$ cat src/rtl/psg_pkg.sv
package psg_pkg;
   localparam int NBINS = 4;
   typedef logic [NBINS-1:0] flag_vec_t;
endpackage

$ cat src/rtl/psg_sync.sv
module psg_sync #(
   parameter int STAGES = 2
) (
   input  logic clk,
   input  logic rst_n,
   input  logic d,
   output logic q
);
   logic [STAGES-1:0] chain;

   generate
      if (STAGES < 2) begin : g_bad
         $error("psg_sync: STAGES must be at least 2");
      end
      for (genvar i = 0; i < STAGES; i++) begin : g_stage
         always_ff @(posedge clk or negedge rst_n) begin
            if (!rst_n) chain[i] <= 1'b0;
            else        chain[i] <= (i == 0) ? d : chain[(i == 0) ? 0 : i - 1];
         end
      end
   endgenerate

   assign q = chain[STAGES-1];
endmodule

$ cat src/rtl/psg_run_ctr.sv
module psg_run_ctr #(
   parameter int CNT_W = 5
) (
   input  logic             clk,
   input  logic             rst_n,
   input  logic             active,
   output logic [CNT_W-1:0] count
);
   localparam logic [CNT_W-1:0] SAT = {CNT_W{1'b1}};

   always_ff @(posedge clk or negedge rst_n) begin
      if (!rst_n)           count <= '0;
      else if (!active)     count <= '0;
      else if (count != SAT) count <= count + 1'b1;
   end
endmodule

$ cat src/rtl/psg_bin.sv
module psg_bin #(
   parameter int CNT_W = 5,
   parameter int TH    = 8
) (
   input  logic             clk,
   input  logic             rst_n,
   input  logic             clr,
   input  logic [CNT_W-1:0] count,
   output logic             flag
);
   localparam logic [CNT_W-1:0] TH_V = CNT_W'(TH);
   logic hit;

   assign hit = (count > TH_V);

   always_ff @(posedge clk or negedge rst_n) begin
      if (!rst_n) flag <= 1'b0;
      else        flag <= (flag & ~clr) | hit;
   end
endmodule

$ cat src/rtl/phase_slip_grader.sv
module phase_slip_grader
   import psg_pkg::*;
#(
   parameter int TH_B0       = 8,
   parameter int TH_B1       = 16,
   parameter int TH_B2       = 24,
   parameter int TH_B3       = 4,
   parameter int SYNC_STAGES = 2
) (
   input  logic       clk,
   input  logic       rst_n,
   input  logic       err_in,
   input  logic       snap_clr,
   output logic [3:0] slip_flag
);
   function automatic int th_of(input int idx);
      case (idx)
         0:       return TH_B0;
         1:       return TH_B1;
         2:       return TH_B2;
         default: return TH_B3;
      endcase
   endfunction

   localparam int MAX_TH = TH_B2;
   localparam int CNT_W  = $clog2(MAX_TH + 2);

   generate
      if (!(TH_B3 > 0 && TH_B3 < TH_B0 && TH_B0 < TH_B1 && TH_B1 < TH_B2)) begin : g_order_bad
         $error("phase_slip_grader: thresholds must rise B3 < B0 < B1 < B2");
      end
      if ((2 ** CNT_W) - 1 <= MAX_TH) begin : g_width_bad
         $error("phase_slip_grader: counter cannot pass the top threshold");
      end
   endgenerate

   logic             err_s;
   logic [CNT_W-1:0] run_cnt;
   flag_vec_t        flags;

   psg_sync #(.STAGES(SYNC_STAGES)) u_sync (
      .clk   (clk),
      .rst_n (rst_n),
      .d     (err_in),
      .q     (err_s)
   );

   psg_run_ctr #(.CNT_W(CNT_W)) u_ctr (
      .clk    (clk),
      .rst_n  (rst_n),
      .active (err_s),
      .count  (run_cnt)
   );

   generate
      for (genvar g = 0; g < NBINS; g++) begin : g_bin
         psg_bin #(.CNT_W(CNT_W), .TH(th_of(g))) u_bin (
            .clk   (clk),
            .rst_n (rst_n),
            .clr   (snap_clr),
            .count (run_cnt),
            .flag  (flags[g])
         );
      end
   endgenerate

   assign slip_flag = flags;
endmodule

$ cat config.mk
export PLATFORM = sky130hd
export DESIGN_NAME = phase_slip_grader
export DESIGN_NICKNAME = d
export VERILOG_FILES = /design/src/rtl/psg_pkg.sv /design/src/rtl/psg_sync.sv /design/src/rtl/psg_run_ctr.sv /design/src/rtl/psg_bin.sv /design/src/rtl/phase_slip_grader.sv
export SDC_FILE = /design/constraint.sdc
export NUM_CORES = 1
export LEC_CHECK = 0
export BUFFER_PORTS_ARGS = -buffer_cell sky130_fd_sc_hd__buf_2
export CAP_MARGIN = 20
export CORE_AREA = 3 3 40 42
export DETAILED_ROUTE_END_ITERATION = 8
export DIE_AREA = 0 0 43 45
export PLACE_DENSITY = 0.65
export SLEW_MARGIN = 5
export SYNTH_ARGS = -nofsm -noshare
export SYNTH_HDL_FRONTEND = slang
export SYNTH_SLANG_ARGS = --single-unit
$ cat constraint.sdc
create_clock -name clk -period 2.7 [get_ports clk]
set_input_delay 0.135 -clock clk [delete_from_list [all_inputs] [get_ports clk]]
set_output_delay 0.135 -clock clk [all_outputs]
set_load 0.01 [all_outputs]
==> results.cfg <==
[global_routing]
antenna_found_initial = 0
grt_overflow = 0
met3_usage_pct = 7.17
grt_busiest_layer = met2
grt_pass1_vias = 310
grt_max_degree = 12
track_usage_pct = 9.29
use_met1_pct = 10.3
grt_util_met2_pct = 14.4
grt_pass1_wl_mm = 1.26

[power]
power.leakage_nw = 0.290
p_per_area_mw_per_mm2 = 533
ir_worst_vdd_uv = 302

[worst_setup_path]
cp_max_fo = 5
crit_path_start = u_ctr.count[0]
reg2reg_from = u_ctr.count[0]
r2r_cells = 6
crit_required_ns = 2.85
endpoint_kind = flip-flop
crit_arrival_ns = 1.85
critPathLaunchType = flip-flop
critical_path_class = flip-flop to flip-flop

[placement]
numPortBuffers = 7
gp_congestion = 0.742
dp_hpwl_um = 562
post-place-ws_ns = 1.01

[floorplan]
die-area_mm2 = 0.00194
initial_core_util_pct = 39.6
pin_count = 8
rows = 13
core_area_mm2 = 0.00128
die_w_um = 43
die_h_um = 45

[timing]
clock.fmax_mhz = 588
final.min_clock_period_ns = 1.70
slew_headroom_pct = 84.3
setup_viol = 0
fin_crit_sh_pct = 63.0
fin_ws_ns = 0.998
skew_ns = 0.00320
tightest_slew_ns = 0.235
tns_ns = 0
drv_slew = 0
final_hold_viol_count = 0
rsz0062_at_grt = false

[synthesis]
synth-async-reset-ratio_pct = 100
synth_adder_area_share_pct = 7.37
yosys-top-cells-area = dfrtp_1 54%, ha_1 7.4%, buf_4 5.9%
postSynthNetCount = 50
ys_types = 16
synthFlopType = dfrtp_1
synth_area_um2 = 509
synth_top_family_by_area = simple AND/OR/NAND/NOR gates
synth.avg_cell_area_um2 = 11.8
synth_compound_area_share_pct = 8.35
yosys.area_share.simple_pct = 12.3
netlist.area_leader.share_pct = 54.1
yosysSeqAreaShare_pct = 54.1
synth_seq_cells = 11
synth.area.mux_share_pct = 3.93
ys_warn_count = 0
synth_xor_area_share_pct = 5.16
synthCells = 43
synth_largest_area_cell = dfrtp_1
synth_edf_count = 0

[min_path]
hold_depth = 2
hold_path_class = primary input to flip-flop
hold_start = snap_clr

[detailed_routing]
drt-pass1-iter-count = 4
antenna_left = 0
route.detailed.drc = 0
avgViaCountPerCell = 4.64
routed_wl_um = 751
avgRoutedWirePerCell_um = 11.2
route.vias.total = 311
drt_iter0_drc = 5

[job]
max_cap_violations = 0

[clock_tree]
path_clk_slew_ns = 0.06
cts.sinks = 11
cts_setup_buffers = 0
max-clock-path-buffers = 2
cts_tree = done
cts-root-buf = clkbuf_4
cts-buffers-inserted = 3
clk_latency_ns = 0.26
htree_levels = 1
cts_resized = 0

[final_layout]
fin_nets = 60
layout-drive-gt1-share_pct = 19.2
syn_to_final_growth_pct = 13.8
antenna_cells = 0

[status]
status = finished clean
[per-layer routing]
layer,vias to the layer above,part of all wire (%)
met5,-,0
met4,0,0
met3,0,8.7
met2,10,45
met1,144,46
li1,157,-
[path summary, 6_finish.rpt]
kind                       slack (ns)                   to
setup / recovery                  1.0       u_ctr.count[3]
hold / removal                   0.08  g_bin[1].u_bin.flag
min in group asynchronous        0.26       u_ctr.count[2]
setup reg to reg                  1.0       u_ctr.count[3]
max in group asynchronous        2.25       u_ctr.count[4]
hold reg to reg                  0.36             u_sync.q
[synth_stat cells (2+ instances only)]
cell type	instances
nor2b_1	2
o21ai_0	3
mux2i_1	2
xnor2_1	3
buf_4	4
ha_1	3
inv_1	4
nand2b_1	2
and2_1	3
dfrtp_1	11
[worst max-delay path, cell delays in order (launching register included)]
cell and delay [ns]:
dfrtp_1 0.43, ha_1 0.23, and3_1 0.18, ha_1 0.25, nand4b_1 0.21, xnor2_1 0.13
and2_1 0.15
[registers in the layout, indices dropped and copies added (netlist names)]
register          count
g_bin.u_bin.flag      4
u_ctr.count           5
u_sync.chain          1
u_sync.q              1
[cell usage in the layout (no fill, tap or decap)]
cell type,netlist,layout
nor2b_1,2,2
and2_1,3,3
a221o_1,1,1
o21ai_0,3,3
dlygate4sd3_1,0,2
xnor2_1,3,3
mux2i_1,2,2
a32o_1,1,1
nand2_1,1,1
clkbuf_1,0,1
a211oi_1,1,1
and3_1,1,1
clkbuf_4,0,3
nand2b_1,2,2
nand4b_1,1,1
buf_2,0,7
inv_1,4,4
dfrtp_1,11,11
ha_1,3,3
[power breakdown]
part           switching (mW)  total (mW)  internal, mW  leakage (nW)
clock                  0.0486       0.106        0.0570        0.0150
combinational          0.0126      0.0254        0.0127         0.129
sequential            0.00673       0.178         0.171         0.146
total                  0.0679       0.309         0.241         0.290
[kinds of logic after synthesis]
| logic type | count (synthesis) |
|---|---|
| flops | 11 |
| simple gates | 10 |
| buf+inv | 8 |
| compound gates | 6 |
| xor+xnor | 3 |
| fa+ha+maj | 3 |
| mux | 2 |
[stage by stage]
step	total power [mW]	hold WS [ns]	cells	utilization, %	cell area (um^2)
5_1_grt	0.333	0.0554	67	45.1	579
3_3_place_gp	0.204	0.0187	61	41.5	533
6_report	0.309	0.0840	67	45.1	579
2_1_floorplan	0.195	-0.161	43	-	509
3_5_place_dp	0.205	0.0159	61	41.5	533
4_1_cts	0.317	0.0732	67	45.1	579
[timing repair]
action / in CTS / in global routing
endpoints found under the hold margin: 12 / 0
hold buffers: 2 / 0
endpoints found under the setup margin: 0 / 0
[cell type report]
cell class / instances / area, um^2
fill: 117 / 706
sequential: 11 / 275
multi-input combinational: 24 / 189
timing repair buffer: 9 / 55.1
clock buffer: 4 / 26.3
tap: 15 / 18.8
inverter: 4 / 15.0
Note: power is estimated with default switching activity, not from simulation.
